File: src/rtl/mvdec_pkg.sv
package mvdec_pkg;
  localparam int INSTR_W = 16;
  localparam int SRC_W   = 8;
  localparam int MOD_W   = 4;
  localparam int RIDX_W  = 4;
  localparam int SUB_W   = 3;

  typedef struct packed {
    logic               imm;
    logic [SUB_W-1:0]   dsub;
    logic [MOD_W-1:0]   dmod;
    logic [SRC_W-1:0]   src;
  } fields_t;
endpackage

File: src/rtl/mvdec_field_split.sv
module mvdec_field_split
  import mvdec_pkg::*;
(
  input  logic [INSTR_W-1:0] word_i,
  output fields_t            fields_o
);
  // bit 15 = format, 14:12 = dst subindex, 11:8 = dst module, 7:0 = source
  always_comb begin
    fields_o.imm  = word_i[15];
    fields_o.dsub = word_i[14:12];
    fields_o.dmod = word_i[11:8];
    fields_o.src  = word_i[7:0];
  end
endmodule

File: src/rtl/mvdec_prefix_reg.sv
module mvdec_prefix_reg
  import mvdec_pkg::*;
#(
  parameter int PFX_W   = 2,
  parameter int PFX_MOD = 11,
  parameter int PFX_SUB = 0
) (
  input  logic               clk,
  input  logic               rst,
  input  logic               valid_i,
  input  logic [MOD_W-1:0]   dmod_i,
  input  logic [SUB_W-1:0]   dsub_i,
  input  logic [PFX_W-1:0]   load_val_i,
  output logic               is_pfx_o,
  output logic [PFX_W-1:0]   pfx_q_o
);
  localparam logic [MOD_W-1:0] PMOD = MOD_W'(PFX_MOD);
  localparam logic [SUB_W-1:0] PSUB = SUB_W'(PFX_SUB);

  assign is_pfx_o = (dmod_i == PMOD) && (dsub_i == PSUB);

  always_ff @(posedge clk) begin
    if (rst)
      pfx_q_o <= '0;
    else if (valid_i && is_pfx_o)
      pfx_q_o <= load_val_i;
    else if (valid_i)
      pfx_q_o <= '0;
  end

  // a prefix write loads the source bits
  p_load_r6: assert property (@(posedge clk) disable iff (rst)
    valid_i && is_pfx_o |=> pfx_q_o == $past(load_val_i));
  // a consumed prefix is cleared
  p_clear_r8: assert property (@(posedge clk) disable iff (rst)
    valid_i && !is_pfx_o |=> pfx_q_o == '0);
  // idle cycles keep the prefix
  p_keep_r9: assert property (@(posedge clk) disable iff (rst)
    !valid_i |=> $stable(pfx_q_o));
endmodule

File: src/rtl/mvdec_out_reg.sv
module mvdec_out_reg
  import mvdec_pkg::*;
#(
  parameter int DATA_W = 16,
  parameter int PFX_W  = 2
) (
  input  logic                    clk,
  input  logic                    rst,
  input  logic                    fire_i,
  input  fields_t                 fields_i,
  input  logic [PFX_W-1:0]        pfx_i,
  output logic                    mv_valid_o,
  output logic                    mv_imm_o,
  output logic [MOD_W-1:0]        src_mod_o,
  output logic [RIDX_W-1:0]       src_idx_o,
  output logic [DATA_W-1:0]       src_imm_o,
  output logic [MOD_W-1:0]        dst_mod_o,
  output logic [SUB_W+PFX_W-1:0]  dst_idx_o
);
  logic [DATA_W-1:0] imm_ext;

  generate
    if (DATA_W > SRC_W) begin : g_zext
      assign imm_ext = {{(DATA_W-SRC_W){1'b0}}, fields_i.src};
    end else begin : g_trunc
      assign imm_ext = fields_i.src[DATA_W-1:0];
    end
  endgenerate

  always_ff @(posedge clk) begin
    if (rst) begin
      mv_valid_o <= 1'b0;
      mv_imm_o   <= 1'b0;
      src_mod_o  <= '0;
      src_idx_o  <= '0;
      src_imm_o  <= '0;
      dst_mod_o  <= '0;
      dst_idx_o  <= '0;
    end else begin
      mv_valid_o <= fire_i;
      if (fire_i) begin
        mv_imm_o  <= fields_i.imm;
        src_mod_o <= fields_i.src[MOD_W-1:0];
        src_idx_o <= fields_i.src[MOD_W+RIDX_W-1:MOD_W];
        src_imm_o <= imm_ext;
        dst_mod_o <= fields_i.dmod;
        dst_idx_o <= {pfx_i, fields_i.dsub};
      end
    end
  end

  // each fire gives one strobe cycle
  p_pulse_r2: assert property (@(posedge clk) disable iff (rst)
    fire_i |=> mv_valid_o);
  p_quiet_r2: assert property (@(posedge clk) disable iff (rst)
    !fire_i |=> !mv_valid_o);
  // descriptors hold without a move
  p_hold_r11: assert property (@(posedge clk) disable iff (rst)
    !fire_i |=> $stable(dst_mod_o) && $stable(dst_idx_o) && $stable(src_imm_o));
endmodule

File: src/rtl/mvdec_top.sv
module mvdec_top
  import mvdec_pkg::*;
#(
  parameter int DATA_W  = 16,
  parameter int PFX_W   = 2,
  parameter int PFX_MOD = 11,
  parameter int PFX_SUB = 0
) (
  input  logic                    clk,
  input  logic                    rst,
  input  logic                    instr_valid,
  input  logic [15:0]             instr_word,
  output logic                    mv_valid,
  output logic                    mv_imm,
  output logic [3:0]              src_mod,
  output logic [3:0]              src_idx,
  output logic [DATA_W-1:0]       src_imm,
  output logic [3:0]              dst_mod,
  output logic [SUB_W+PFX_W-1:0]  dst_idx
);
  fields_t            fields;
  logic               is_pfx;
  logic [PFX_W-1:0]   pfx_q;
  logic               fire;

  mvdec_field_split u_split (
    .word_i   (instr_word),
    .fields_o (fields)
  );

  mvdec_prefix_reg #(
    .PFX_W   (PFX_W),
    .PFX_MOD (PFX_MOD),
    .PFX_SUB (PFX_SUB)
  ) u_pfx (
    .clk        (clk),
    .rst        (rst),
    .valid_i    (instr_valid),
    .dmod_i     (fields.dmod),
    .dsub_i     (fields.dsub),
    .load_val_i (fields.src[PFX_W-1:0]),
    .is_pfx_o   (is_pfx),
    .pfx_q_o    (pfx_q)
  );

  assign fire = instr_valid && !is_pfx;

  mvdec_out_reg #(
    .DATA_W (DATA_W),
    .PFX_W  (PFX_W)
  ) u_out (
    .clk        (clk),
    .rst        (rst),
    .fire_i     (fire),
    .fields_i   (fields),
    .pfx_i      (pfx_q),
    .mv_valid_o (mv_valid),
    .mv_imm_o   (mv_imm),
    .src_mod_o  (src_mod),
    .src_idx_o  (src_idx),
    .src_imm_o  (src_imm),
    .dst_mod_o  (dst_mod),
    .dst_idx_o  (dst_idx)
  );

  // a prefix write never strobes a move
  p_no_move_on_pfx_r6: assert property (@(posedge clk) disable iff (rst)
    instr_valid && is_pfx |=> !mv_valid);
  // immediates carry no bits above the source field
  p_imm_ext_r4: assert property (@(posedge clk) disable iff (rst)
    mv_valid && mv_imm |-> (src_imm >> SRC_W) == '0);
endmodule

File: config.mk
export PLATFORM = sky130hd
export DESIGN_NAME = mvdec_top
export DESIGN_NICKNAME = d
export VERILOG_FILES = /design/src/rtl/mvdec_pkg.sv /design/src/rtl/mvdec_field_split.sv /design/src/rtl/mvdec_prefix_reg.sv /design/src/rtl/mvdec_out_reg.sv /design/src/rtl/mvdec_top.sv
export SDC_FILE = /design/constraint.sdc
export NUM_CORES = 1
export LEC_CHECK = 0
export ABC_AREA = 1
export BUFFER_PORTS_ARGS = -buffer_cell sky130_fd_sc_hd__buf_2
export CORE_MARGIN = 3
export CORE_UTILIZATION = 30
export DETAILED_ROUTE_END_ITERATION = 10
export GPL_ROUTABILITY_DRIVEN = 0
export PLACE_DENSITY = 0.69
export REMOVE_ABC_BUFFERS = 1
export SLEW_MARGIN = 0
export SYNTH_ARGS = -nofsm -noshare
export SYNTH_HDL_FRONTEND = slang
export SYNTH_SLANG_ARGS = --single-unit
File: constraint.sdc
create_clock -name clk -period 0.9 [get_ports clk]
set_clock_uncertainty 0.2 [all_clocks]
set_input_delay 0.09 -clock clk [delete_from_list [all_inputs] [get_ports clk]]
set_output_delay 0.09 -clock clk [all_outputs]
set_load 0.02 [all_outputs]
== After elaboration in Yosys (flattened, before gate mapping) ==
Cells that the tools add are included.
Cells by class
  muxes and demuxes: 2
  reduce and logical (&&, ||, !) cells: 6
  eq/ne operators: 1
Operator list (number)
  $eq 4x4->1 const B: 1
  $mux 2: 2
  $logic_and 1x1->1: 3
  $logic_not 3->1: 1
  $reduce_bool 2->1: 1
  $logic_not 1->1: 1
Storage, ports and cells
  bits of input ports: 19
  logic and storage cells: 17
  output and inout port bits: 35
  bits in registers: 29

== Depth between registers and ports, before layout ==
  depth in word-level cells: 4
  gate-level depth with buffers: 8
  mapped depth without buffers: 7

== Hierarchy ==
A second synthesis with hierarchy kept.
Unflattened totals
  cell total of the unflattened synthesis: 168
  area, all modules: 1197.4 sq um
By module, submodules not included
  mvdec_out_reg: sequential area each 380.4 sq um, instances 1, area an instance 967.2 sq um, cells each 134
  mvdec_field_split: sequential area each 0.0 sq um, instances 1, area an instance 120.1 sq um, cells each 16
  mvdec_prefix_reg: sequential area each 40.0 sq um, instances 1, area an instance 100.1 sq um, cells each 16
  mvdec_top: sequential area each 0.0 sq um, instances 1, area an instance 10.0 sq um, cells each 2

== Least setup slack after synthesis ==
Ideal clock, no wire load.
  path type: input-to-reg
  start: in instr_word[14]
  end: reg u_out.dst_idx_o[4]
  required time: 0.561 ns
  setup time: 0.139 ns
  buffers on the path: 1
  setup slack: -0.156 ns
  data arrival time: 0.717 ns
  stages on the path: 7
  path through: inv_1 > nand2_1 > nor2_2 > nand2_4 > buf_4 > nand3_1 > a21oi_2
On the way
  word-level cells in the longest chain between the ends: 4
RTL lines
  start, declared: line mvdec_top.sv:12  | input logic [15:0] instr_word,
  $logic_not 3->1: line mvdec_prefix_reg.sv:20  | assign is_pfx_o = (dmod_i == PMOD) && (dsub_i == PSUB);
  $logic_and 1x1->1: line mvdec_prefix_reg.sv:20
  $logic_not 1->1: line mvdec_top.sv:46  | assign fire = instr_valid && !is_pfx;
  $logic_and 1x1->1: line mvdec_top.sv:46
  end signal, assigned: line mvdec_out_reg.sv:47  | dst_idx_o <= {pfx_i, fields_i.dsub};
  end, declared: line mvdec_out_reg.sv:18  | output logic [SUB_W+PFX_W-1:0] dst_idx_o
Every way passes these cells.
A chain may end at the register's enable or synchronous reset.

==> impl_table.tex <==
\begin{tabular}{lr}
\hline
Metric & Value \\
\hline
\multicolumn{2}{l}{\textbf{Drt}} \\
DRT Pass-1 Iters & 4 \\
Overall via count from detail\_route & 1004 \\
Count of unresolved DRC violations after routing & 0 \\
Number of nets with antenna violations after detailed routing & 0 \\
Wire per inst & 12.6 µm \\
Vias per inst & 4.40 \\
Drt first-iter violations & 41 \\
Drt total wl & 2.88 mm \\
\multicolumn{2}{l}{\textbf{Setup path}} \\
Family with the most delay on the worst path & flip-flops \\
Crit path kind & flip-flop to output pin \\
Critical path endpoint category & output pin \\
Arrival time at the worst endpoint & 0.82 ns \\
Max incr delay on CP & 0.38 ns \\
Critical Path Fanout Max & 3 \\
Critical Path Start Type & flip-flop \\
Slowest stage cell on the critical path & sky130\_fd\_sc\_hd\_\_dfxtp\_4 \\
Number of buffers and inverters on the critical path & 1 \\
Cells along the critical path & buf\_6 \\
Critical Path RT & 0.61 ns \\
\multicolumn{2}{l}{\textbf{Floorplanning}} \\
Die H & 64.2 µm \\
Full die area & 0.00412 mm² \\
Core Area & 0.00315 mm² \\
Die span in x & 64.2 µm \\
Starting utilization of the core area & 32.2\% \\
Boundary pin count & 54 \\
Row Count & 20 \\
\multicolumn{2}{l}{\textbf{Synth}} \\
EDFF count, synth & 0 \\
Most used flip-flop cell after synthesis & sky130\_fd\_sc\_hd\_\_dfxtp\_1 \\
Number of synthesized register bits & 21 \\
Async set-or-reset flop fraction in the synthesized netlist & 0\% \\
Leading cell type by number of instances after synthesis & sky130\_fd\_sc\_hd\_\_dfxtp\_1 \\
Summed instance area of the synthesized netlist & 0.00102 mm² \\
Cell count after synthesis & 121 \\
Top cell types by occurrence after synthesis & 21 x sky130\_fd\_sc\_hd\_\_dfxtp\_1, 19 x sky130\_fd\_sc\_hd\_\_nand3\_1, 17 x sky130\_fd\_sc\_hd\_\_buf\_4 \\
Leading cell types by total area after synthesis & sky130\_fd\_sc\_hd\_\_dfxtp\_1 41\%, sky130\_fd\_sc\_hd\_\_buf\_4 13\%, sky130\_fd\_sc\_hd\_\_nand3\_1 9.4\%, sky130\_fd\_sc\_hd\_\_a21oi\_2 7.8\%, sky130\_fd\_sc\_hd\_\_nand2\_1 5.9\% \\
Mean post-synth cell area & 8.40 µm² \\
Biggest area consumer among synthesized cells & sky130\_fd\_sc\_hd\_\_dfxtp\_1 \\
Share of synthesized area occupied by flip-flops and latches & 41.4\% \\
Number of synthesis warnings & 0 \\
Number of unique standard cell types used by synthesis & 17 \\
Area share of the largest cell type after synthesis & 41.4\% \\
\multicolumn{2}{l}{\textbf{Place}} \\
HPWL after detailed placement & 1.67 mm \\
Number of buffer cells added on primary ports & 45 \\
\multicolumn{2}{l}{\textbf{Finish}} \\
Diodes inserted & 0 \\
Fill cells & 307 \\
Fraction of layout instances using a drive strength above 1 & 60.3\% \\
Area delta synth->final & 67.9\% \\
Number of nets in the layout & 204 \\
\multicolumn{2}{l}{\textbf{Power and ir drop}} \\
Overall power of the completed layout & 0.00205 W \\
P\_leak & 0.784 nW \\
Maximum vdd drop & 0.000451 V \\
Power Dens Cells & 1200 mW/mm² \\
\multicolumn{2}{l}{\textbf{Timing}} \\
Achievable Freq & 903 MHz \\
Shortest period the worst path allows & 1.11 ns \\
Sum of negative setup slack & -5.06 ns \\
Number of endpoints with negative hold slack in the final report & 21 \\
Period utilization & 123\% \\
Worst hold slack & -0.159 ns \\
RSZ-0062 raised after global routing & yes \\
Final Slew Violations & 0 \\
Final-report setup violation count & 27 \\
Setup WS post-layout & -0.207 ns \\
\multicolumn{2}{l}{\textbf{Hold path}} \\
Class of the tightest hold or removal check & primary input to flip-flop \\
\multicolumn{2}{l}{\textbf{CTS}} \\
H-tree depth & 1 \\
Buffers from clock root to sink, at most & 2 \\
Clock sink count & 21 \\
Clock input transition at the sequential cells of the worst setup and hold paths & 0.13 ns \\
Clk Latency, worst-skew pair & 0.31 ns \\
TritonCTS clock tree & built \\
Cts hold-fix bufs & 10 \\
Number of CTS-inserted buffers & 3 \\
Root Driver & sky130\_fd\_sc\_hd\_\_clkbuf\_4 \\
\multicolumn{2}{l}{\textbf{Global route}} \\
Maximum number of pins on one net before global-route repair & 22 \\
Antenna violations before repair & 0 \\
Total gr overflow & 0 \\
Vias in the first global route & 922 \\
First-pass GRT wire length & 4.55 mm \\
Total global routing track utilization & 13.9\% \\
\multicolumn{2}{l}{\textbf{Run}} \\
Max-capacitance violation count & 0 \\
\multicolumn{2}{l}{\textbf{Status}} \\
Violations in the final reports & negative hold slack, negative setup slack \\
Result of the run & finished with violations \\
\hline
\end{tabular}
## timing repair
item,4_1_cts,5_1_grt
resized for setup,70,14
pin swaps,0,3
endpoints found under the hold margin,21,21
endpoints found under the setup margin,27,38
setup buffers,8,2
cloned,0,1
## metal layers
metal | GRT usage, % | vias up | share of wire (%)
met5 | 0 | - | 0
met4 | 3.17 | 0 | 0.87
met3 | 3.16 | 4 | 5.5
met2 | 26.6 | 39 | 54
met1 | 15.4 | 464 | 40
li1 | - | 497 | -
## flip-flops by register name, indices dropped and copies added (netlist names)
| register | flops |
|---|---|
| u_pfx.pfx_q_o | 2 |
| u_out.mv_imm_o | 1 |
| u_out.dst_mod_o | 4 |
| u_out.dst_idx_o | 5 |
| u_out.src_mod_o | 3 |
| u_out.src_imm_o | 1 |
| u_out.mv_valid_o | 1 |
| u_out.src_idx_o | 4 |
## worst paths after layout
check,startpoint,cells past startpoint,endpoint,slack (ns)
worst min register to register,u_pfx.pfx_q_o[0]$_SDFFE_PP0P_,2,u_pfx.pfx_q_o[0]$_SDFFE_PP0P_,0.28
worst min-delay path,instr_word[14],3,u_out.dst_idx_o[2]$_SDFFE_PP0P_,-0.16
worst max-delay path,u_out.src_imm_o[3]$_SDFFE_PP0P_,1,src_mod[3],-0.21
worst max register to register,u_out.src_imm_o[3]$_SDFFE_PP0P_,3,u_out.src_imm_o[3]$_SDFFE_PP0P_,0.01
## power by group
part           switching [W]  internal [W]
sequential         0.0000379      0.000972
clock               0.000309      0.000173
combinational       0.000275      0.000283
## placed cells by master (no fill, tap or decap), drive strengths merged
cell type,instances
nor2,5
nand2,28
clkbuf,4
inv,5
a21oi,20
buf,63
nand3b,1
dfxtp,21
conb,8
nand3,19
dlygate4sd3,8
dlymetal6s4s,2
## per-stage QoR
stage          utilization, %  cells  worst slack, ns  hold slack [ns]  area, µm²
6_report                 54.1    228           -0.207           -0.159       1710
5_1_grt                  54.1    228           -0.247           -0.154       1710
4_1_cts                  52.1    226           -0.209           -0.166       1640
3_5_place_dp             40.4    204           -0.265            0.166       1270
3_3_place_gp             40.4    204           -0.245            0.166       1270
2_1_floorplan               -    106           -0.135          -0.0476        877
## cell type report
cell class	instances	area (µm²)	share of cell area (%)
multi-input combinational	81	460	27.0
timing repair buffer	73	688	40.4
sequential	21	457	26.8
tap	44	55.1	3.23
clock buffer	4	26.3	1.54
inverter	5	18.8	1.10
## cell families (layout without fill, tap and decap cells)
group | Yosys count | count (layout) | share of synthesized area, %
compound gates | 20 | 20 | 13.2
simple gates | 52 | 53 | 27.0
flops | 21 | 21 | 41.4
buf+inv | 27 | 82 | 18.1
other cells | 1 | 8 | 0.369
Note: power is estimated with default switching activity, not from simulation.
